`config.mk`:
```
export PLATFORM = sky130hd
export DESIGN_NAME = serclk_cfg_slave
export DESIGN_NICKNAME = d
export VERILOG_FILES = /design/src/rtl/serclk_cfg_pkg.sv /design/src/rtl/serclk_line_sync.sv /design/src/rtl/serclk_cfg_ctrl.sv /design/src/rtl/serclk_cfg_regbank.sv /design/src/rtl/serclk_cfg_slave.sv
export SDC_FILE = /design/constraint.sdc
export NUM_CORES = 1
export LEC_CHECK = 0
export ABC_AREA = 1
export CELL_PAD_IN_SITES_DETAIL_PLACEMENT = 1
export CELL_PAD_IN_SITES_GLOBAL_PLACEMENT = 1
export CORE_ASPECT_RATIO = 1.2
export CORE_MARGIN = 3
export CORE_UTILIZATION = 41
export DETAILED_ROUTE_END_ITERATION = 8
export PLACE_DENSITY = 0.89
export SYNTH_ARGS = -nofsm -noshare
export SYNTH_HDL_FRONTEND = slang
export SYNTH_SLANG_ARGS = --single-unit
```
`constraint.sdc`:
```
create_clock -name clk -period 3.5 [get_ports clk]
set_input_delay 0.35 -clock clk [delete_from_list [all_inputs] [get_ports clk]]
set_output_delay 0.35 -clock clk [all_outputs]
set_load 0.02 [all_outputs]
```
`src/rtl/serclk_cfg_pkg.sv`:
```
package serclk_cfg_pkg;

  localparam int CFG_BYTES = 8;
  localparam int CFG_IDX_W = $clog2(CFG_BYTES);

  // control -> datapath strobes
  typedef struct packed {
    logic                 shiftEn;
    logic                 commitEn;
    logic [CFG_IDX_W-1:0] commitIdx;
  } cfgStrobe_t;

  typedef enum logic [1:0] {
    ST_IDLE,
    ST_BITS,
    ST_ACK,
    ST_SKIP
  } busState_t;

  // power-up contents of each control register
  function automatic logic [7:0] resetValue(int idx);
    case (idx)
      1:       return 8'h0B;
      2:       return 8'h5F;
      3:       return 8'h37;
      5:       return 8'h13;
      default: return 8'h00;
    endcase
  endfunction

endpackage

```
`src/rtl/serclk_line_sync.sv`:
```
module serclk_line_sync #(
  parameter int STAGES = 2
) (
  input  logic clk,
  input  logic rst_n,
  input  logic sclIn,
  input  logic sdaIn,
  output logic sclS,
  output logic sdaS,
  output logic sclRise,
  output logic sclFall,
  output logic startSeen,
  output logic stopSeen
);

  logic [STAGES-1:0] sclPipe;
  logic [STAGES-1:0] sdaPipe;
  logic              sclPrev;
  logic              sdaPrev;

  always_ff @(posedge clk or negedge rst_n) begin
    if (!rst_n) begin
      sclPipe <= '1;
      sdaPipe <= '1;
      sclPrev <= 1'b1;
      sdaPrev <= 1'b1;
    end else begin
      sclPipe <= {sclPipe[STAGES-2:0], sclIn};
      sdaPipe <= {sdaPipe[STAGES-2:0], sdaIn};
      sclPrev <= sclPipe[STAGES-1];
      sdaPrev <= sdaPipe[STAGES-1];
    end
  end

  assign sclS      = sclPipe[STAGES-1];
  assign sdaS      = sdaPipe[STAGES-1];
  assign sclRise   = sclS & ~sclPrev;
  assign sclFall   = ~sclS & sclPrev;
  assign startSeen = sclS & sclPrev & sdaPrev & ~sdaS;
  assign stopSeen  = sclS & sclPrev & ~sdaPrev & sdaS;

endmodule

```
`src/rtl/serclk_cfg_ctrl.sv`:
```
module serclk_cfg_ctrl
  import serclk_cfg_pkg::*;
#(
  parameter logic [7:0] DEV_ADDR  = 8'hD2,
  parameter int         HDR_BYTES = 3,
  parameter int         NUM_BYTES = CFG_BYTES
) (
  input  logic       clk,
  input  logic       rst_n,
  input  logic       sclS,
  input  logic       sclRise,
  input  logic       sclFall,
  input  logic       startSeen,
  input  logic       stopSeen,
  input  logic [7:0] shiftByte,
  output cfgStrobe_t strobe,
  output logic       ackLow
);

  localparam int TOTAL = HDR_BYTES + NUM_BYTES;
  localparam int CNT_W = $clog2(TOTAL + 1);

  busState_t        state;
  logic [3:0]       bitCnt;
  logic [CNT_W-1:0] byteIdx;
  logic [CNT_W-1:0] dataOff;
  logic             willAck;
  logic             inData;

  // address byte acks on match; later bytes ack until the burst is full
  always_comb begin
    if (byteIdx == '0) willAck = (shiftByte == DEV_ADDR);
    else               willAck = (byteIdx < CNT_W'(TOTAL));
  end

  assign dataOff = byteIdx - CNT_W'(HDR_BYTES);
  assign inData  = (byteIdx >= CNT_W'(HDR_BYTES)) && (byteIdx < CNT_W'(TOTAL));

  always_ff @(posedge clk or negedge rst_n) begin
    if (!rst_n) begin
      state   <= ST_IDLE;
      bitCnt  <= '0;
      byteIdx <= '0;
      ackLow  <= 1'b0;
    end else if (startSeen) begin
      state   <= ST_BITS;
      bitCnt  <= '0;
      byteIdx <= '0;
      ackLow  <= 1'b0;
    end else if (stopSeen) begin
      state   <= ST_IDLE;
      ackLow  <= 1'b0;
    end else begin
      case (state)
        ST_BITS: begin
          if (sclRise && bitCnt < 4'd8) begin
            bitCnt <= bitCnt + 4'd1;
          end else if (sclFall && bitCnt == 4'd8) begin
            state  <= ST_ACK;
            ackLow <= willAck;
          end
        end
        ST_ACK: begin
          if (sclFall) begin
            ackLow <= 1'b0;
            bitCnt <= '0;
            if (byteIdx == '0 && !ackLow) begin
              state <= ST_SKIP;
            end else begin
              state <= ST_BITS;
              if (byteIdx != CNT_W'(TOTAL)) byteIdx <= byteIdx + 1'b1;
            end
          end
        end
        default: ;
      endcase
    end
  end

  always_comb begin
    strobe.shiftEn   = (state == ST_BITS) && sclRise && (bitCnt < 4'd8) && !startSeen && !stopSeen;
    strobe.commitEn  = (state == ST_ACK) && sclRise && ackLow && inData;
    strobe.commitIdx = dataOff[CFG_IDX_W-1:0];
  end

  // the acknowledge is only ever raised while the serial clock is low
  a_r9_ack_rises_scl_low: assert property (@(posedge clk) disable iff (!rst_n)
    $rose(ackLow) |-> !sclS);

  // once raised, the acknowledge holds until the clock falls or the bus resets
  a_r9_ack_holds: assert property (@(posedge clk) disable iff (!rst_n)
    (ackLow && !sclFall && !startSeen && !stopSeen) |=> ackLow);

  // a start always returns the slave to bit 0 of the address byte
  a_r10_start_realigns: assert property (@(posedge clk) disable iff (!rst_n)
    startSeen |=> (state == ST_BITS && bitCnt == 4'd0 && byteIdx == '0));

  // never more than eight data bits per byte
  a_r4_bit_bound: assert property (@(posedge clk) disable iff (!rst_n)
    bitCnt <= 4'd8);

endmodule

```
`src/rtl/serclk_cfg_regbank.sv`:
```
module serclk_cfg_regbank
  import serclk_cfg_pkg::*;
#(
  parameter int NUM_BYTES = CFG_BYTES
) (
  input  logic                   clk,
  input  logic                   rst_n,
  input  cfgStrobe_t             strobe,
  input  logic                   sdaS,
  input  logic [3:0]             strapSel,
  output logic [7:0]             shiftByte,
  output logic [NUM_BYTES*8-1:0] cfgRegs,
  output logic [3:0]             freqSel,
  output logic                   swSelect,
  output logic [1:0]             opMode,
  output logic                   spreadOn,
  output logic                   outHiZ
);

  logic [7:0] byteQ [NUM_BYTES];
  logic [7:0] mode0;

  always_ff @(posedge clk or negedge rst_n) begin
    if (!rst_n)              shiftByte <= '0;
    else if (strobe.shiftEn) shiftByte <= {shiftByte[6:0], sdaS};
  end

  for (genvar g = 0; g < NUM_BYTES; g++) begin : g_reg
    always_ff @(posedge clk or negedge rst_n) begin
      if (!rst_n)
        byteQ[g] <= resetValue(g);
      else if (strobe.commitEn && strobe.commitIdx == CFG_IDX_W'(g))
        byteQ[g] <= shiftByte;
    end
    assign cfgRegs[g*8 +: 8] = byteQ[g];
  end

  assign mode0    = byteQ[0];
  assign swSelect = mode0[3];
  assign freqSel  = swSelect ? {mode0[2], mode0[6], mode0[5], mode0[4]} : strapSel;
  assign opMode   = mode0[1:0];
  assign spreadOn = (opMode == 2'b10);
  assign outHiZ   = (opMode == 2'b11);

  // the register bank moves only on a commit strobe
  a_r8_regs_hold: assert property (@(posedge clk) disable iff (!rst_n)
    !strobe.commitEn |=> $stable(cfgRegs));

  // a commit happens while the bus data line carries the acknowledge
  a_r8_commit_on_ack: assert property (@(posedge clk) disable iff (!rst_n)
    strobe.commitEn |-> !sdaS);

endmodule

```
`src/rtl/serclk_cfg_slave.sv`:
```
module serclk_cfg_slave
  import serclk_cfg_pkg::*;
#(
  parameter logic [7:0] DEV_ADDR    = 8'hD2,
  parameter int         HDR_BYTES   = 3,
  parameter int         NUM_BYTES   = CFG_BYTES,
  parameter int         SYNC_STAGES = 2
) (
  input  logic                   clk,
  input  logic                   rst_n,
  input  logic                   sclIn,
  input  logic                   sdaIn,
  input  logic [3:0]             strapSel,
  output logic                   sdaPullLow,
  output logic [NUM_BYTES*8-1:0] cfgRegs,
  output logic [3:0]             freqSel,
  output logic                   swSelect,
  output logic [1:0]             opMode,
  output logic                   spreadOn,
  output logic                   outHiZ
);

  logic       sclS, sdaS, sclRise, sclFall, startSeen, stopSeen;
  logic [7:0] shiftByte;
  cfgStrobe_t strobe;

  serclk_line_sync #(.STAGES(SYNC_STAGES)) i_sync (
    .clk(clk), .rst_n(rst_n), .sclIn(sclIn), .sdaIn(sdaIn),
    .sclS(sclS), .sdaS(sdaS), .sclRise(sclRise), .sclFall(sclFall),
    .startSeen(startSeen), .stopSeen(stopSeen)
  );

  serclk_cfg_ctrl #(
    .DEV_ADDR(DEV_ADDR), .HDR_BYTES(HDR_BYTES), .NUM_BYTES(NUM_BYTES)
  ) i_ctrl (
    .clk(clk), .rst_n(rst_n), .sclS(sclS), .sclRise(sclRise), .sclFall(sclFall),
    .startSeen(startSeen), .stopSeen(stopSeen), .shiftByte(shiftByte),
    .strobe(strobe), .ackLow(sdaPullLow)
  );

  serclk_cfg_regbank #(.NUM_BYTES(NUM_BYTES)) i_bank (
    .clk(clk), .rst_n(rst_n), .strobe(strobe), .sdaS(sdaS), .strapSel(strapSel),
    .shiftByte(shiftByte), .cfgRegs(cfgRegs), .freqSel(freqSel),
    .swSelect(swSelect), .opMode(opMode), .spreadOn(spreadOn), .outHiZ(outHiZ)
  );

  // spread and float flags are never raised together
  a_r6_mode_exclusive: assert property (@(posedge clk) disable iff (!rst_n)
    !(spreadOn && outHiZ));

endmodule

```
**Word level (Yosys, flattened, before mapping)**

Index checks and enable logic that the tools add are counted.

- Output and inout bits: 74
- Bits in registers: 89
- Input bits: 8

- Reductions and logical operators: 32
- Mux-type cells: 26
- Equality and inequality tests: 21
- Order comparisons: 3
- Add/subtract/negate cells: 3
- Bitwise gates (word level): 11

Operators by type and width:

| cell | count |
|---|---|
| $mux 4 | 11 |
| $logic_and 1x1->1 | 19 |
| $eq 3x3->1 const B | 4 |
| $mux 2 | 6 |
| $add 4x1->4 const B | 2 |
| $eq 8x8->1 const B | 1 |
| $lt 4x4->1 const B | 2 |
| $ne 4x1->1 const B | 2 |
| $pmux 4 s2 | 1 |
| $reduce_and 4->1 | 2 |
| $and 1x1->1 | 7 |
| $eq 2x2->1 const B | 3 |
| $eq 3x2->1 const B | 2 |
| $mux 1 | 6 |
| $ne 3x1->1 const B | 2 |
| $reduce_bool 2->1 | 3 |
| $reduce_and 5->1 | 1 |
| $eq 4x4->1 const B | 1 |
| $ge 4x2->1 const B | 1 |
| $logic_not 4->1 | 1 |
| $ne 2x1->1 const B | 2 |
| $ne 4x2->1 const B | 1 |
| $ne 4x4->1 const B | 1 |
| $not 1->1 | 4 |
| 9 further kinds | 11 |

**Longest topological paths before layout**

Gate-level depths: netlist of run 1.

- Depth after elaboration: 8
- Mapped depth: 10

**Cells and area by module**

From an unflattened synthesis of run 1, not the netlist that was laid out.

- Cells, all modules: 499
- Area total of the unflattened synthesis: 4157.7 µm²

By module, submodules not included:

| module | cells an instance | area an instance (µm²) | times used | seq. area each (µm²) |
|---|---|---|---|---|
| serclk_cfg_regbank | 345 | 3034.2 | 1 | 1823.0 |
| serclk_cfg_ctrl | 137 | 924.6 | 1 | 275.3 |
| serclk_line_sync | 17 | 198.9 | 1 | 157.7 |

**Worst setup path after synthesis of run 1**

Ideal clock, no wire load.

- Kind: register to register
- Start: register i_ctrl.byteIdx[0]
- End: register i_bank.byteQ, in the netlist i_bank.mode0[3]
- Cell stages (with the launch flop): 9
- Setup slack: 1.787 ns
- Path buffers: 1
- Clock period less this slack: 1.713 ns
- Arrival: 1.595 ns
- Data required time: 3.382 ns
- Path through: dfrtp_1 -> ha_1 -> nor2_1 -> nor2_1 -> nor3_4 -> buf_4 -> nand2_2 -> nand2_1 -> nand2_1

- Cells in the longest elaborated chain, start to end: 4

RTL lines:

| item | RTL line | source |
|---|---|---|
| start, declared | serclk_cfg_ctrl.sv:25 | `logic [CNT_W-1:0] byteIdx;` |
| start signal, assigned | serclk_cfg_ctrl.sv:71 | `if (byteIdx != CNT_W'(TOTAL)) byteIdx <= byteIdx + 1'b1;` |
| $ge 4x2->1 or $lt 4x4->1 (tied branches) | serclk_cfg_ctrl.sv:37 | `assign inData = (byteIdx >= CNT_W'(HDR_BYTES)) && (byteIdx < CNT_W'(TOTAL));` |
| $logic_and 1x1->1 | serclk_cfg_ctrl.sv:37 |  |
| $logic_and 1x1->1 | serclk_cfg_ctrl.sv:82 | `strobe.commitEn = (state == ST_ACK) && sclRise && ackLow && inData;` |
| $logic_and 1x1->1 * | serclk_cfg_regbank.sv:32 | `else if (strobe.commitEn && strobe.commitIdx == CFG_IDX_W'(g))` |
| end signal, assigned by index | serclk_cfg_regbank.sv:31 | `byteQ[g] <= resetValue(g);` |
| end signal, assigned by index | serclk_cfg_regbank.sv:33 | `byteQ[g] <= shiftByte;` |
| end, declared | serclk_cfg_regbank.sv:20 | `logic [7:0] byteQ [NUM_BYTES];` |

Mark *: on every way between the ends. The rest lies on a longest branch, timed or not.
A chain may end at the register's enable or synchronous reset.

**Worst setup path after layout of run 1**

- Start: register i_ctrl.byteIdx[1]
- End: register i_bank.byteQ, in the netlist i_bank.cfgRegs[21]

- Cells in the longest elaborated chain, start to end: 4

RTL lines:

| item | RTL line |
|---|---|
| branches (longest 3 deep; another with $sub 3x2->3) | n/a |
| $logic_and 1x1->1 * | serclk_cfg_regbank.sv:32 |

Mark *: on every way between the ends.

==> results of run 1 <==
[cell families after synthesis]
| logic type | after synthesis |
|---|---|
| DFF | 89 |
| and+or+nand+nor | 314 |
| adders and majority gates | 9 |
| muxes | 5 |
| AOI/OAI and AO/OA | 11 |
| buffers and inverters | 51 |
| xor gates and xnor gates | 3 |
[cell usage in the layout, fill, tap and decap left out]
| cell | Yosys | routed |
|---|---|---|
| sky130_fd_sc_hd__nand2_1 | 184 | 184 |
| sky130_fd_sc_hd__nand3_1 | 83 | 83 |
| sky130_fd_sc_hd__clkdlybuf4s50_1 | 0 | 80 |
| sky130_fd_sc_hd__dfrtp_1 | 66 | 66 |
| sky130_fd_sc_hd__nor2_1 | 32 | 32 |
| sky130_fd_sc_hd__inv_1 | 30 | 30 |
| sky130_fd_sc_hd__dfstp_2 | 23 | 23 |
| sky130_fd_sc_hd__ha_1 | 9 | 9 |
| sky130_fd_sc_hd__clkbuf_16 | 0 | 9 |
| sky130_fd_sc_hd__o21ai_0 | 7 | 7 |
| sky130_fd_sc_hd__nand2_2 | 6 | 6 |
| sky130_fd_sc_hd__mux2_2 | 5 | 5 |
| sky130_fd_sc_hd__nor2_2 | 4 | 4 |
| sky130_fd_sc_hd__a21oi_1 | 4 | 4 |
| sky130_fd_sc_hd__clkinvlp_4 | 0 | 3 |
| sky130_fd_sc_hd__inv_2 | 2 | 2 |
| sky130_fd_sc_hd__nand4_1 | 2 | 2 |
| sky130_fd_sc_hd__nand3b_1 | 2 | 2 |
| sky130_fd_sc_hd__xor2_1 | 2 | 2 |
| sky130_fd_sc_hd__inv_6 | 0 | 2 |
| sky130_fd_sc_hd__nor3_4 | 1 | 1 |
| sky130_fd_sc_hd__xnor2_1 | 1 | 1 |
| sky130_fd_sc_hd__clkinv_4 | 0 | 1 |
| sky130_fd_sc_hd__bufinv_16 | 0 | 1 |
| sky130_fd_sc_hd__buf_4 | 4 | 1 |
| sky130_fd_sc_hd__buf_12 | 0 | 1 |
[power breakdown]
group	internal (mW)	switching (mW)	leakage, nW
Sequential	1.17	0.272	1.14
Combinational	0.303	0.579	1.31
Clock	0.559	0.426	0.139
[sequential cells by signal (all words and copies together), names as in the netlist, 2 cells and up]
register / cells
i_sync.sdaPipe: 2
i_ctrl.byteIdx: 4
i_ctrl.bitCnt: 4
i_bank.shiftByte: 8
i_ctrl.state: 2
i_bank.mode0: 8
i_sync.sclPipe: 2
i_bank.cfgRegs: 56
[Yosys cell counts, drive strengths merged (4+ instances only)]
| cell type | n | share of area, % |
|---|---|---|
| a21oi | 4 | 0.49 |
| nand2 | 190 | 18 |
| mux2 | 5 | 1.4 |
| buf | 10 | 1.5 |
| nor2 | 36 | 3.6 |
| nand3 | 83 | 10 |
| clkbuf | 9 | 0.83 |
| dfrtp | 66 | 41 |
| dfstp | 23 | 15 |
| o21ai | 7 | 0.86 |
| inv | 32 | 3.0 |
| ha | 9 | 2.8 |
[worst max-delay path by stage]
stage / start / endpoint / slack, ns
after floorplan: i_ctrl.byteIdx[0]$_DFFE_PN0P_ / i_bank.mode0[3]$_DFFE_PN0P_ / 1.79
after global placement: i_ctrl.byteIdx[0]$_DFFE_PN0P_ / i_bank.cfgRegs[57]$_DFFE_PN0P_ / 1.56
after detailed placement: i_ctrl.byteIdx[0]$_DFFE_PN0P_ / i_bank.cfgRegs[21]$_DFFE_PN0P_ / 1.40
after CTS: i_ctrl.byteIdx[0]$_DFFE_PN0P_ / i_bank.cfgRegs[21]$_DFFE_PN0P_ / 1.32
after global routing: i_ctrl.byteIdx[1]$_DFFE_PN0P_ / i_bank.cfgRegs[21]$_DFFE_PN0P_ / 1.13
final: i_ctrl.byteIdx[1]$_DFFE_PN0P_ / i_bank.cfgRegs[21]$_DFFE_PN0P_ / 1.30
[metrics by stage]
stage               utilization (%)  cells  area, µm²
finish                         54.8    684       5250
global route                   54.8    684       5250
CTS                            54.8    684       5250
detailed placement             51.7    668       4940
global placement               51.7    668       4940
floorplan                         -    482       4050
[final cells by class]
type / instances / area, µm² / share of cell area (%)
multi-input combinational: 342 / 1580 / 30.2
tap: 123 / 154 / 2.93
clock buffer: 9 / 225 / 4.29
timing repair buffer: 82 / 828 / 15.8
inverter: 32 / 120 / 2.29
sequential: 89 / 2260 / 43.0
clock inverter: 7 / 78.8 / 1.50
[per-layer routing]
metal / wire length, µm / vias to the layer above / part of all wire [%] / track usage, %
met2: 6110 / 90 / 53 / 39.1
met3: 450 / 30 / 3.9 / 4.92
met4: 395 / 0 / 3.4 / 9.83
li1: - / 1671 / - / -
met5: 0 / - / 0 / 0
met1: 4580 / 1759 / 40 / 24.2
==> impl_metrics.yaml, run 1 <==
outcome:
  outcome: "complete, no violations"
worst_setup_path:
  critical-path-slowest-cell: "sky130_fd_sc_hd__nor2_1"
  worst_setup_path_end_kind: "flip-flop"
  cp-start-kind: "flip-flop"
  crit_type: "reg2reg"
  endpoint_of_the_lowest_slack_register_to_register_path: "i_bank.cfgRegs[21]$_DFFE_PN0P_"
  critPathBufInv: 1
  r2r.worst_path.cells: 8
  reg2reg_from: "i_ctrl.byteIdx[1]$_DFFE_PN0P_"
  critical-path-max-stage-delay_ns: 0.54
  arrival_ns: 2.42
  worstPathCellList: "ha_1 > nor2_1 > inv_2 > nand2_1 > nor2_1 > nand2_1 > nand2_1 > nand2_1"
  critical-path-top-cell-by-count: "sky130_fd_sc_hd__nand2_1"
  path_delay_family: "simple AND/OR/NAND/NOR gates"
  critPathRequiredTime_ns: 3.73
  critical_path_peak_fanout: 9
  ff2ff_setup_slack_ns: 1.30
  cp_num_cells: 8
timing:
  timing.slew.headroom_pct: 24.9
  worst_pin_slew_ns: 1.13
  unrepaired_setup_endpoints_after_global_routing: "no"
  setup_ws_post_layout_ns: 1.30
  clock-skew-final_ns: 0.00747
  setup_violating_endpoint_count_in_the_final_report: 0
  finalCritPeriodShare_pct: 62.7
  fin_hold_ws_ns: 0.197
  fmax_mhz: 455
  timing.setup.tns_ns: 0
  final-max-slew-violation-count: 0
  report.final.hold_viol_count: 0
  finalCriticalPeriod_ns: 2.20
clock_network:
  cts_htree_levels: 3
  tritoncts.num_buffers: 9
  cts_buffer_depth: 2
  root_buffer: "sky130_fd_sc_hd__clkbuf_16"
  path_clk_slew_ns: 0.07
  holdBufCountCts: 0
  clock_insertion_delay_at_the_later_pin_of_the_skew_report_ns: 0.35
  ctsResizeCount: 0
  tritoncts_num_sinks: 89
  cts_tree: "built"
  cts_setup_buffers: 0
synthesis:
  synth_top_family_by_area: "simple AND/OR/NAND/NOR gates"
  syn-num-nets: 499
  synth-edff-count: 0
  postSynthAreaPerCell_um2: 8.41
  synth_seq_cells: 89
  synthMuxAreaShare_pct: 1.39
  mappedNetlistArea_mm2: 0.00405
  syn_inst: 482
  dominantRegCellSynth: "sky130_fd_sc_hd__dfrtp_1"
  ys_types: 21
  yosys.area_share.xor_xnor_pct: 0.648
  synthArstFlopShare_pct: 100
  yosysSeqAreaShare_pct: 55.7
  synth_fa_ha_area_share_pct: 2.78
  ys_warn_count: 0
  synth_simple_gate_area_share_pct: 32.9
  complex_gate_fraction_of_the_synthesized_area_pct: 1.36
global_routing:
  grt-ovfl-total: 0
  grt_first_pass_wirelength_um: 19100
  globalRouteTotalUtil_pct: 21.6
  grt_max_degree: 90
  antenna_found_initial: 0
  first_global_vias: 3715
layout:
  nets: 573
  post_route_cells_drive_above_1_share_pct: 10.5
  final.fill_count: 1159
  syn2layout_area_growth_pct: 29.4
  antenna_cells: 0
detailed_routing:
  drt_iter0_drc: 167
  detail_route.vias_per_cell: 5.19
  finalWirelength_um: 11500
  vias: 3550
  dr.pass1.iters: 4
  detail-route-antenna-nets: 0
  drc: 0
  routedWlPerCell_um: 16.9
floorplanning:
  placeableCoreArea_mm2: 0.00956
  io-pin-count: 82
  dieHeight_um: 115
  die_width_um: 96.8
  die-area_mm2: 0.0111
  starting_density_of_the_core_pct: 42.4
  placement_rows: 39
run:
  cap_viol_max_count: 0
placement:
  io_buffer_count: 81
  place_worst_setup_slack_ns: 1.40
  dp_hpwl_um: 7960
  routability_driven_placement_congestion_ratio: 0.807
power_and_ir_drop:
  power_mw: 3.31
  cellLeakagePower_nw: 2.59
  ir_worst_vdd_uv: 315
  powerDensity_mw_per_mm2: 631
worst_hold_path:
  holdCritPathClass: "in2async"
Note: power is estimated with default switching activity, not from simulation.
==> run 2: changes to the inputs <==
--- a/config.mk
+++ b/config.mk
@@ -10,9 +10,9 @@
 export CELL_PAD_IN_SITES_GLOBAL_PLACEMENT = 1
 export CORE_ASPECT_RATIO = 1.2
 export CORE_MARGIN = 3
-export CORE_UTILIZATION = 41
+export CORE_UTILIZATION = 34
 export DETAILED_ROUTE_END_ITERATION = 8
-export PLACE_DENSITY = 0.89
+export PLACE_DENSITY = 0.79
 export SYNTH_ARGS = -nofsm -noshare
 export SYNTH_HDL_FRONTEND = slang
 export SYNTH_SLANG_ARGS = --single-unit
==> constraint.sdc (replaced) <==
create_clock -name clk -period 2 [get_ports clk]
set_input_delay 0.2 -clock clk [delete_from_list [all_inputs] [get_ports clk]]
set_output_delay 0.2 -clock clk [all_outputs]
set_load 0.02 [all_outputs]
==> run 2 against run 1 <==
Effect of this change:
- power up 75%
- largest power group unchanged
- worst hold slack better by 0.062 ns
- flip-flop and latch count unchanged
- via count rose by 0.37%
- non-clock buffer count is 14 higher
- clock-buffer cell count is 1 higher
- highest routed layer unchanged
- clock power grew 62%
- wire length decreased by 0.68%
- final cell count increased by 7.0%
- core utilization is 8.1 points lower
- sequential share of layout area shrank 1.4 points
==> impl_metrics.yaml, run 2 (synthesis gave the netlist of run 1 again) <==
outcome:
  outcome: "complete, no violations"
global_routing:
  grt-ovfl-total: 0
  globalRouteTotalUtil_pct: 18.3
  first_global_vias: 3825
  grt_first_pass_wirelength_um: 19400
  grt_max_degree: 49
  antenna_found_initial: 0
timing:
  timing.slew.headroom_pct: 58.7
  fin_hold_ws_ns: 0.259
  report.final.hold_viol_count: 0
  finalCriticalPeriod_ns: 1.87
  final-max-slew-violation-count: 0
  setup_violating_endpoint_count_in_the_final_report: 0
  clock-skew-final_ns: 0.00931
  fmax_mhz: 534
  finalCritPeriodShare_pct: 93.6
  worst_pin_slew_ns: 0.619
  timing.setup.tns_ns: 0
worst_setup_path:
  crit_type: "reg2out"
  critical_path_peak_fanout: 7
  arrival_ns: 1.67
  worst_setup_path_end_kind: "output pin"
  cp-start-kind: "flip-flop"
  critPathRequiredTime_ns: 1.80
layout:
  antenna_cells: 0
  mostFrequentLayoutCell: "sky130_fd_sc_hd__nand2_1"
  largest_reg_flops: 56
  final_cell_mix: "sky130_fd_sc_hd__nand2_1, sky130_fd_sc_hd__nand3_1, sky130_fd_sc_hd__clkdlybuf4s50_1"
  post_route_cells_drive_above_1_share_pct: 13.4
  nets: 587
  syn2layout_area_growth_pct: 33.9
clock_network:
  clock_insertion_delay_at_the_later_pin_of_the_skew_report_ns: 0.35
  cts_buffer_depth: 2
  tritoncts_num_sinks: 89
  path_clk_slew_ns: 0.06
  root_buffer: "sky130_fd_sc_hd__clkbuf_16"
  tritoncts.num_buffers: 9
  cts_tree: "built"
  cts_htree_levels: 3
power_and_ir_drop:
  ir_worst_vdd_uv: 581
  powerDensity_mw_per_mm2: 1070
  cellLeakagePower_nw: 2.67
floorplanning:
  placeableCoreArea_mm2: 0.0116
  die_width_um: 106
  dieHeight_um: 126
  die-area_mm2: 0.0133
  io-pin-count: 82
  starting_density_of_the_core_pct: 34.9
  placement_rows: 43
run:
  cap_viol_max_count: 0
placement:
  dp_hpwl_um: 8300
  routability_driven_placement_congestion_ratio: 0.802
  io_buffer_count: 81
detailed_routing:
  vias: 3563
  detail-route-antenna-nets: 0
  routedWlPerCell_um: 15.6
  detail_route.vias_per_cell: 4.87
  drt_iter0_drc: 162
  drc: 0
  finalWirelength_um: 11500
  dr.pass1.iters: 4
worst_hold_path:
  holdCritPathClass: "in2reg"
[run 2: changes by cell type in the layout (fill, tap and decap cells not counted), sizes merged]
cell         delta
buf            +13
clkinvlp        -2
bufinv          -1
clkbuf          +1
clkinv          +1
dlygate4sd3     +1
inv             +1
[run 2: timing repair]
| item | CTS | global route |
|---|---|---|
| setup endpoints to repair | 0 | 54 |
| gates resized for setup | 0 | 7 |
| hold buffers | 1 | 0 |
| setup buffers | 0 | 1 |
| endpoints found under the hold margin | 39 | 0 |
[run 2: worst paths after layout]
| check | start | to | slack, ns | cells after the start |
|---|---|---|---|---|
| max reg2reg | i_ctrl.byteIdx[0]$_DFFE_PN0P_ | i_bank.mode0[2]$_DFFE_PN0P_ | 0.15 | 9 |
| max in group asynchronous | rst_n | i_sync.sdaPipe[0]$_DFF_PN1_ | 0.86 | 3 |
| min reg2reg | i_sync.sclPipe[0]$_DFF_PN1_ | i_sync.sclPipe[1]$_DFF_PN1_ | 0.36 | 0 |
| max | i_bank.mode0[3]$_DFFE_PN0P_ | freqSel[0] | 0.13 | 2 |
| min in group asynchronous | rst_n | i_bank.cfgRegs[49]$_DFFE_PN0P_ | 0.41 | 2 |
| min | sdaIn | i_sync.sdaPipe[0]$_DFF_PN1_ | 0.26 | 1 |
[run 2: critical path: stages (launching register included)]
cell	delay (ns)
sky130_fd_sc_hd__dfrtp_2	0.43
sky130_fd_sc_hd__mux2_2	0.35
sky130_fd_sc_hd__clkdlybuf4s50_1	0.55
[run 2: cell type report]
cell class	count	area, µm²
clock inverter	6	51.3
tap	157	196
timing repair buffer	96	973
multi-input combinational	342	1600
clock buffer	10	229
fill	1400	6190
sequential	89	2260
inverter	32	120
[run 2: report_power, final]
group / internal (mW) / leakage, nW / switching, mW
Sequential: 2.05 / 1.14 / 0.402
Clock: 0.860 / 0.134 / 0.743
Combinational: 0.647 / 1.39 / 1.09
[run 2: metal layers]
| layer | vias to the layer above | share of wire [%] | global-route usage, % |
|---|---|---|---|
| met5 | - | 0 | 0 |
| met4 | 0 | 2.4 | 7.16 |
| met3 | 25 | 4.1 | 3.61 |
| met2 | 74 | 52 | 33.0 |
| met1 | 1761 | 41 | 21.1 |
| li1 | 1703 | - | - |
[run 2: per-stage QoR]
stage	cells	total power, mW	area [µm²]	util, %	setup slack (ns)
2_1_floorplan	482	3.42	4050	-	0.287
5_1_grt	732	6.19	5430	46.7	-0.00704
6_report	732	5.79	5430	46.7	0.128
4_1_cts	731	5.83	5390	46.4	0.0376
3_5_place_dp	714	4.21	5100	43.9	0.0616
3_3_place_gp	714	4.09	5100	43.9	0.145
